[src/rtl/vtg_pkg.sv]
package vtg_pkg;
  localparam int ILACE_BIT = 0;
  localparam int HPOL_BIT  = 1;
  localparam int VPOL_BIT  = 2;
  localparam int BLUE_BIT  = 12;

  // Strobes from the scan control to the timing datapath
  typedef struct packed {
    logic loadCfg;    // copy configuration words into the shadow set
    logic lineStart;  // counters sit on pixel 0 of a line while running
  } vtgStrobe_t;
endpackage

[src/rtl/vtg_control.sv]
module vtg_control
  import vtg_pkg::*;
#(
  parameter int CNT_W = 16
) (
  input  logic             clk,
  input  logic             rstN,
  input  logic             enable,
  input  logic [CNT_W-1:0] hLast,
  input  logic [CNT_W-1:0] vLast,
  input  logic             interlace,
  output vtgStrobe_t       strb,
  output logic [CNT_W-1:0] hCount,
  output logic [CNT_W-1:0] vLine,
  output logic             field
);
  logic atLineEnd;
  logic atFieldEnd;
  logic atFrameEnd;

  assign atLineEnd  = (hCount == hLast);
  assign atFieldEnd = atLineEnd && (vLine == vLast);
  assign atFrameEnd = atFieldEnd && (field || !interlace);

  always_ff @(posedge clk or negedge rstN) begin
    if (!rstN) begin
      hCount <= '0;
      vLine  <= '0;
      field  <= 1'b0;
    end else if (!enable) begin
      hCount <= '0;
      vLine  <= '0;
      field  <= 1'b0;
    end else if (atLineEnd) begin
      hCount <= '0;
      if (atFieldEnd) begin
        vLine <= '0;
        field <= interlace ? ~field : 1'b0;
      end else begin
        vLine <= vLine + CNT_W'(1);
      end
    end else begin
      hCount <= hCount + CNT_W'(1);
    end
  end

  always_comb begin
    strb.loadCfg   = !enable || atFrameEnd;
    strb.lineStart = enable && (hCount == '0);
  end
endmodule

[src/rtl/vtg_datapath.sv]
module vtg_datapath
  import vtg_pkg::*;
#(
  parameter int CFG_W   = 32,
  parameter int DLY_LSB = 4,
  parameter int DLY_W   = 5,
  parameter int DLY_MAX = 30
) (
  input  logic               clk,
  input  logic               rstN,
  input  logic               enable,
  input  vtgStrobe_t         strb,
  input  logic [CFG_W-1:0]   cfgSize,
  input  logic [CFG_W-1:0]   cfgHoriz,
  input  logic [CFG_W-1:0]   cfgVert,
  input  logic [CFG_W-1:0]   cfgSync,
  input  logic [CFG_W-1:0]   cfgCtrl,
  input  logic [CFG_W/2-1:0] hCount,
  input  logic [CFG_W/2-1:0] vLine,
  input  logic               field,
  output logic [CFG_W/2-1:0] hLast,
  output logic [CFG_W/2-1:0] vLast,
  output logic               interlace,
  output logic               hsync,
  output logic               vsync,
  output logic               de,
  output logic               blueFill,
  output logic               lineIrq
);
  localparam int HW = CFG_W / 2;
  localparam int NUM_WORDS = 5;
  localparam logic [CFG_W-1:0] CTRL_RST = CFG_W'(DLY_MAX) << DLY_LSB;
  typedef logic [HW+1:0] wide_t;

  logic [CFG_W-1:0] cfgIn [NUM_WORDS];
  logic [CFG_W-1:0] shw   [NUM_WORDS];

  assign cfgIn[0] = cfgSize;
  assign cfgIn[1] = cfgHoriz;
  assign cfgIn[2] = cfgVert;
  assign cfgIn[3] = cfgSync;
  assign cfgIn[4] = cfgCtrl;

  // One shadow register per configuration word, all loaded together
  for (genvar i = 0; i < NUM_WORDS; i++) begin : gShadow
    always_ff @(posedge clk or negedge rstN) begin
      if (!rstN)             shw[i] <= (i == NUM_WORDS - 1) ? CTRL_RST : '0;
      else if (strb.loadCfg) shw[i] <= cfgIn[i];
    end
  end

  logic [DLY_W-1:0] dlyRaw;
  logic             unusedCtrlBits;
  wide_t actW, actH, hbp, hsw, vbp, vsw, dly, vStart, irqLine, xw, yw;
  logic  hsyncAct, vsyncAct, hIn, vIn;

  always_comb begin
    actW    = wide_t'(shw[0][CFG_W-1:HW]) + wide_t'(1);
    actH    = wide_t'(shw[0][HW-1:0])     + wide_t'(1);
    hbp     = wide_t'(shw[1][HW-1:0])     + wide_t'(1);
    vbp     = wide_t'(shw[2][HW-1:0])     + wide_t'(1);
    hsw     = wide_t'(shw[3][CFG_W-1:HW]) + wide_t'(1);
    vsw     = wide_t'(shw[3][HW-1:0])     + wide_t'(1);
    dlyRaw  = shw[4][DLY_LSB +: DLY_W];
    dly     = (dlyRaw > DLY_W'(DLY_MAX)) ? wide_t'(DLY_MAX) : wide_t'(dlyRaw);
    vStart  = vbp + dly;
    irqLine = dly + wide_t'(2);
    xw      = wide_t'(hCount);
    yw      = wide_t'(vLine);
  end

  assign unusedCtrlBits = ^shw[4];
  assign hLast     = shw[1][CFG_W-1:HW];
  // lines in this field = (half-lines + field) / 2; odd totals favour field 1
  assign vLast     = HW'(((wide_t'(shw[2][CFG_W-1:HW]) + wide_t'(field)) >> 1) - wide_t'(1));
  assign interlace = shw[4][ILACE_BIT];

  assign hsyncAct = enable && (xw < hsw);
  assign vsyncAct = enable && (yw < vsw);
  assign hIn      = (xw >= hbp) && (xw < hbp + actW);
  assign vIn      = (yw >= vStart) && (yw < vStart + actH);

  assign hsync    = shw[4][HPOL_BIT] ? hsyncAct : ~hsyncAct;
  assign vsync    = shw[4][VPOL_BIT] ? vsyncAct : ~vsyncAct;
  assign de       = enable && hIn && vIn;
  assign blueFill = de && shw[4][BLUE_BIT];
  assign lineIrq  = strb.lineStart && (yw == irqLine);
endmodule

[src/rtl/video_timing_gen.sv]
module video_timing_gen
  import vtg_pkg::*;
#(
  parameter int CFG_W   = 32,
  parameter int DLY_LSB = 4,
  parameter int DLY_W   = 5,
  parameter int DLY_MAX = 30
) (
  input  logic               clk,
  input  logic               rstN,
  input  logic               enable,
  input  logic [CFG_W-1:0]   cfgSize,
  input  logic [CFG_W-1:0]   cfgHoriz,
  input  logic [CFG_W-1:0]   cfgVert,
  input  logic [CFG_W-1:0]   cfgSync,
  input  logic [CFG_W-1:0]   cfgCtrl,
  output logic               hsync,
  output logic               vsync,
  output logic               de,
  output logic               blueFill,
  output logic [CFG_W/2-1:0] xPos,
  output logic [CFG_W/2-1:0] yPos,
  output logic               field,
  output logic               lineIrq
);
  localparam int CNT_W = CFG_W / 2;

  vtgStrobe_t       strb;
  logic [CNT_W-1:0] hLast, vLast;
  logic             interlace;

  vtg_control #(.CNT_W(CNT_W)) uCtrl (
    .clk(clk), .rstN(rstN), .enable(enable),
    .hLast(hLast), .vLast(vLast), .interlace(interlace),
    .strb(strb), .hCount(xPos), .vLine(yPos), .field(field)
  );

  vtg_datapath #(
    .CFG_W(CFG_W), .DLY_LSB(DLY_LSB), .DLY_W(DLY_W), .DLY_MAX(DLY_MAX)
  ) uData (
    .clk(clk), .rstN(rstN), .enable(enable), .strb(strb),
    .cfgSize(cfgSize), .cfgHoriz(cfgHoriz), .cfgVert(cfgVert),
    .cfgSync(cfgSync), .cfgCtrl(cfgCtrl),
    .hCount(xPos), .vLine(yPos), .field(field),
    .hLast(hLast), .vLast(vLast), .interlace(interlace),
    .hsync(hsync), .vsync(vsync), .de(de), .blueFill(blueFill),
    .lineIrq(lineIrq)
  );
endmodule

[config.mk]
export PLATFORM = sky130hd
export DESIGN_NAME = video_timing_gen
export DESIGN_NICKNAME = d
export VERILOG_FILES = /design/src/rtl/vtg_pkg.sv /design/src/rtl/vtg_control.sv /design/src/rtl/vtg_datapath.sv /design/src/rtl/video_timing_gen.sv
export SDC_FILE = /design/constraint.sdc
export NUM_CORES = 1
export LEC_CHECK = 0
export ABC_CLOCK_PERIOD_IN_PS = 9400
export BUFFER_PORTS_ARGS = -buffer_cell sky130_fd_sc_hd__buf_2
export CAP_MARGIN = 5
export CORE_MARGIN = 2
export CORE_UTILIZATION = 42
export CTS_CLUSTER_SIZE = 14
export DETAILED_ROUTE_END_ITERATION = 8
export GPL_TIMING_DRIVEN = 0
export PLACE_DENSITY = 0.65
export SLEW_MARGIN = 20
export SYNTH_ARGS = -nofsm -noshare
export SYNTH_HDL_FRONTEND = slang
export SYNTH_HIERARCHICAL = 1
export SYNTH_SLANG_ARGS = --single-unit
[constraint.sdc]
create_clock -name clk -period 9.4 [get_ports clk]
set_clock_uncertainty 0.05 [all_clocks]
set_input_delay 0.94 -clock clk [delete_from_list [all_inputs] [get_ports clk]]
set_output_delay 0.94 -clock clk [all_outputs]
set_load 0.05 [all_outputs]
-- After elaboration in Yosys (flattened, before gate mapping)
Index checks and enable logic that the tools add are counted.
- shifts and indexed selects: 0
- $lt $le $gt $ge: 7
- bitwise operators: 3
- divide/modulo/power cells: 0
- eq/ne operators: 5
- reductions and logical operators: 17
- mux-type cells: 12
- $mul: 0
- $add $sub $neg: 14
- operators by type and width (kind ; count):
    $add 16x1->17 const B ; 6
    $mux 16 ; 5
    $lt 16x18->1 ; 4
    $add 18x18->18 ; 3
    $ge 16x18->1 ; 2
    $add 16x1->16 const B ; 2
    $eq 16x16->1 ; 2
    $add 18x2->18 const B ; 1
    $eq 16x18->1 ; 1
    $add 16x1->17 ; 1
    $logic_not 16->1 ; 1
    $sub 16x1->16 const B ; 1
    $logic_and 1x1->1 ; 11
    $mux 1 ; 6
    $gt 5x5->1 const B ; 1
    $mux 5 ; 1
    $ne 2x1->1 const B ; 2
    $not 1->1 ; 3
    $logic_not 1->1 ; 2
    $logic_or 1x1->1 ; 2
    $reduce_and 2->1 ; 1
- bits in registers: 174
- latch bits: 0
- bits in writable memories: 0
- output and inout bits: 38
- input port bits: 163
- memories kept: 0
- bits in read-only memories: 0

-- Depth between registers and ports, before layout
- depth after elaboration: 8
- mapped depth: 26

-- Hierarchy
Netlist, hierarchy kept.
- by module, submodules not included (module ; cells an instance ; area an instance (µm²) ; times used):
    vtg_datapath ; 1101 ; 10872.9 ; 1
    vtg_control ; 227 ; 2130.8 ; 1

-- Least setup slack after synthesis
No wires, ideal clock.
- path kind: register to output
- start point: register uData.shw, in the netlist uData/dlyRaw[2]
- end point: output port de
- data required time: 8.410 ns
- slack: 2.790 ns
- path buffers: 0
- data arrival time: 5.620 ns
- stages on the path, launching flop included: 26
- cell sequence: dfstp_2 ha_1 nand3_1 nand2_1 ha_1 inv_1 fa_1 nand2_1 a21oi_1 nor2_1 nor2_1 and3_1 xor2_1 ha_1 a21oi_1 nor2_1 a2111oi_2 a21oi_1 a21o_1 a21oi_1 xor2_1 ha_1 a211oi_1 o211ai_1 o211a_1 a211oi_1
- word-level cells in the longest chain between the ends: 7
- elaborated cells on any way between the ends: 8
- those cells by class: 2 x add/sub; 3 x order compare; 1 x mux; 2 x reduce/logical
- ends and longest elaborated chain (element ; line ; source):
    start, declared ; vtg_datapath.sv:36 ; logic [CFG_W-1:0] shw [NUM_WORDS];
    start signal, assigned by index ; vtg_datapath.sv:47 ; if (!rstN) shw[i] <= (i == NUM_WORDS - 1) ? CTRL_RST : '0;
    start signal, assigned by index ; vtg_datapath.sv:48 ; else if (strb.loadCfg) shw[i] <= cfgIn[i];
    $gt 5x5->1 ; vtg_datapath.sv:65 ; dly = (dlyRaw > DLY_W'(DLY_MAX)) ? wide_t'(DLY_MAX) : wide_t'(dlyRaw);
    $mux 5 (*) ; vtg_datapath.sv:65 ;
    $add 18x18->18 (*) ; vtg_datapath.sv:66 ; vStart = vbp + dly;
    $add 18x18->18 ; vtg_datapath.sv:81 ; assign vIn = (yw >= vStart) && (yw < vStart + actH);
    $lt 16x18->1 ; vtg_datapath.sv:81 ;
    $logic_and 1x1->1 (*) ; vtg_datapath.sv:81 ;
    $logic_and 1x1->1 (*) ; vtg_datapath.sv:85 ; assign de = enable && hIn && vIn;
    end, declared ; video_timing_gen.sv:19 ; output logic de,
Mark *: on every way between the ends. The rest lies on a longest branch, timed or not.

-- Worst setup path in the final report
- start point: register uData.shw, in the netlist uData/dlyRaw[2]
- end point: output port blueFill
- word-level cells in the longest chain between the ends: 8
- elaborated cells on any way between the ends: 9
- those cells by class: 2 x add/sub; 3 x order compare; 1 x mux; 3 x reduce/logical
- ends and longest elaborated chain (element ; line ; source):
    $gt 5x5->1 ; vtg_datapath.sv:65 ;
    $mux 5 (*) ; vtg_datapath.sv:65 ;
    $add 18x18->18 (*) ; vtg_datapath.sv:66 ;
    $add 18x18->18 ; vtg_datapath.sv:81 ;
    $lt 16x18->1 ; vtg_datapath.sv:81 ;
    $logic_and 1x1->1 (*) ; vtg_datapath.sv:81 ;
    $logic_and 1x1->1 (*) ; vtg_datapath.sv:85 ;
    $logic_and 1x1->1 (*) ; vtg_datapath.sv:86 ; assign blueFill = de && shw[4][BLUE_BIT];
    end, declared ; video_timing_gen.sv:20 ; output logic blueFill,
Marked as above.

==> impl_metrics.env <==
export IMPL_fin_crit_ps=7470
export IMPL_dieArea_mm2=0.0324
export IMPL_ioPinCount=201
export IMPL_critPathMaxFanout=6
export IMPL_powerDensity_mw_per_mm2=153
export IMPL_slew_violations=0
export IMPL_synth_top_flop_cell="dfrtp_1"
export IMPL_drt_wl_total_mm=35.2
export IMPL_portBuffers=177
export IMPL_path_buf_inv=1
export IMPL_syn_inst=1328
export IMPL_grt_pass1_vias=10600
export IMPL_die_y_um=180
export IMPL_max_stage_delay_ps=580
export IMPL_syn2layout_area_growth_pct=15.5
export IMPL_timing_hold_ws_ps=458
export IMPL_post_cts_buffers=0
export IMPL_cts_sinks=170
export IMPL_post_dp_hpwl_mm=27.2
export IMPL_cp_startpoint="uData/dlyRaw[2]"
export IMPL_ctsResizeCount=0
export IMPL_vias=10800
export IMPL_worstMarginPinSlew_ps=1030
export IMPL_fin_crit_sh_pct=79.5
export IMPL_p_leak_nw=6.93
export IMPL_worstPathRequired_ps=8410
export IMPL_path_common_cell="ha_1"
export IMPL_num_rows=64
export IMPL_drtPass1Iterations=5
export IMPL_gp_congestion=0.901
export IMPL_rsz0062_at_grt="no"
export IMPL_root_buffer="clkbuf_16"
export IMPL_ys_ff_latch=170
export IMPL_grt_util_all_layers_pct=21.7
export IMPL_yosys_warnings=6
export IMPL_crit_family="compound AO/OA/AOI/OAI gates"
export IMPL_drc=0
export IMPL_peakVddDrop_mv=0.120
export IMPL_finalHoldViolCount=0
export IMPL_yosys_cell_types_count=78
export IMPL_maxCapViolCount=0
export IMPL_wire_per_inst_um=18.2
export IMPL_path_depth=25
export IMPL_insertedDiodeCount=0
export IMPL_synthesis_nets=1633
export IMPL_arrival_ps=6480
export IMPL_setup_tns_final_ps=0
export IMPL_grt_max_degree=94
export IMPL_finalSetupViolCount=0
export IMPL_cts_buffers=17
export IMPL_synth_area_mm2=0.0130
export IMPL_critPathSlowestCell="dfstp_2"
export IMPL_initialDrtViolationCount=648
export IMPL_r2r_cells=16
export IMPL_cts_tree="built"
export IMPL_fmax_mhz=134
export IMPL_vias_per_cell=5.58
export IMPL_final_layout_size_suffix_gt1_share_pct=25.4
export IMPL_synth_async_reset_ratio_pct=100
export IMPL_core_mm2=0.0305
export IMPL_outcome="finished, final reports clean"
export IMPL_path_class="reg -> out"
export IMPL_fill_cells=2851
export IMPL_gr_total_overflow=0
export IMPL_seq_area_frac_synth_pct=32.8
export IMPL_die_x_um=180
export IMPL_min_path_type="in -> async"
export IMPL_grt_pass1_wl_mm=56.3
export IMPL_ant_nets=0
export IMPL_h_tree_depth=4
export IMPL_reg2reg_from="uCtrl/field"
export IMPL_num_nets_final=1830
export IMPL_critPathLaunchType="flop"
export IMPL_syn_avg_cell_area_um2=9.79
export IMPL_clk_latency_ps=450
export IMPL_antenna_found_initial=1
export IMPL_endpoint_kind="primary output"
export IMPL_ctsHoldBuffers=0
export IMPL_path_clk_slew_ps=70
export IMPL_cts_path_max_buffers=2
export IMPL_synth_edf_count=0
export IMPL_start_util_pct=42.6
export IMPL_relSlewSlack_pct=30.4
[cells in the mapped netlist (7+ instances only)]
| master | count | share of area [%] |
|---|---|---|
| o31ai_1 | 9 | 0.52 |
| nand2_1 | 78 | 2.3 |
| o21ai_0 | 65 | 2.5 |
| a21oi_1 | 85 | 3.3 |
| xnor2_1 | 92 | 6.2 |
| a211oi_1 | 10 | 0.58 |
| nand3_1 | 60 | 2.3 |
| nor4_1 | 10 | 0.48 |
| nor2b_1 | 12 | 0.58 |
| inv_1 | 64 | 1.8 |
| or3_1 | 9 | 0.43 |
| nor3_1 | 10 | 0.38 |
| ha_1 | 139 | 13 |
| or4_1 | 8 | 0.46 |
| nand4_1 | 36 | 1.7 |
| clkbuf_1 | 23 | 0.66 |
| nand2b_1 | 16 | 0.77 |
| o211ai_1 | 11 | 0.64 |
| a21o_1 | 15 | 0.87 |
| and3_1 | 25 | 1.2 |
| xor2_1 | 67 | 4.5 |
| and2_1 | 7 | 0.34 |
| dfrtp_1 | 166 | 32 |
| buf_4 | 16 | 0.92 |
| mux2_2 | 124 | 11 |
| nor2_1 | 63 | 1.8 |
[routing by layer]
layer	track usage [%]	wire, µm	share of wire [%]
met1	28.9	16200	46
met2	35.9	16500	47
met3	3.87	1550	4.4
met4	7.02	875	2.5
met5	0	16	0.045
[layout make-up]
class                      instances  area, µm²  share of cell area (%)
clock inverter                    14        160                    1.07
timing repair buffer             178        923                    6.15
inverter                          64        240                    1.60
tap                              396        495                    3.30
multi-input combinational       1045       8230                    54.8
buffer                            49        275                    1.83
sequential                       170       4260                    28.4
clock buffer                      18        439                    2.92
[flip-flops by register name, indices dropped and copies added, names as in the netlist]
name             flops
uData/shw          115
uData/interlace      1
uData/hLast         16
uCtrl/hCount        16
uData/dlyRaw         5
uCtrl/vLine         16
uCtrl/field          1
[path summary, 6_finish.rpt]
kind                              endpoint  slack (ps)
hold reg to reg            uData/hLast[12]         460
min in group clk           uData/hLast[12]         460
setup reg to reg            uData/shw[105]        3640
hold / removal               uData/shw[49]         460
max in group asynchronous    uData/shw[33]        7970
setup / recovery                  blueFill        1930
[metrics by stage]
step | std cells | setup WS [ps] | cell area (µm²) | power [mW] | util (%)
finish | 1934 | 1930 | 15000 | 2.29 | 49.2
floorplan | 1328 | 2790 | 13000 | 1.38 | -
global route | 1934 | 1370 | 15000 | 2.44 | 49.2
CTS | 1934 | 1920 | 15000 | 2.31 | 49.2
global placement | 1901 | 2520 | 14400 | 1.55 | 47.1
detailed placement | 1902 | 2450 | 14400 | 1.57 | 47.3
[power by group]
part	total [mW]	leakage [nW]	switching, mW	internal [mW]
sequential	0.858	2.06	0.0657	0.792
combinational	0.708	4.58	0.382	0.326
clock	0.727	0.286	0.322	0.405
total	2.29	6.93	0.770	1.52
[kinds of logic (layout without fill, tap and decap cells)]
| family | after synthesis | after routing | synth area share, % |
|---|---|---|---|
| buffers and inverters | 113 | 323 | 3.96 |
| multiplexers | 128 | 128 | 11.0 |
| adder cells (fa/ha/maj) | 142 | 142 | 13.8 |
| AND/OR/NAND/NOR | 368 | 368 | 15.4 |
| flip-flops | 170 | 170 | 32.8 |
| AO/OA/AOI/OAI | 246 | 246 | 12.0 |
| XOR/XNOR | 161 | 161 | 11.0 |
[cell usage in the layout (no fill, tap or decap), types with 11 or more instances in the layout]
cell and instances:
nand2b_1 16, mux2_2 124, xor2_1 67, buf_4 16
nand4_1 36, clkbuf_16 17, xnor2_1 92, dfrtp_1 166
clkbuf_1 23, inv_1 64, ha_1 139, nor2b_1 12
a21oi_1 85, nand2_1 78, o211ai_1 11, a21o_1 15
o21ai_0 65, buf_2 182, nor2_1 63, and3_1 25
nand3_1 60
Note: power is estimated with default switching activity, not from simulation.
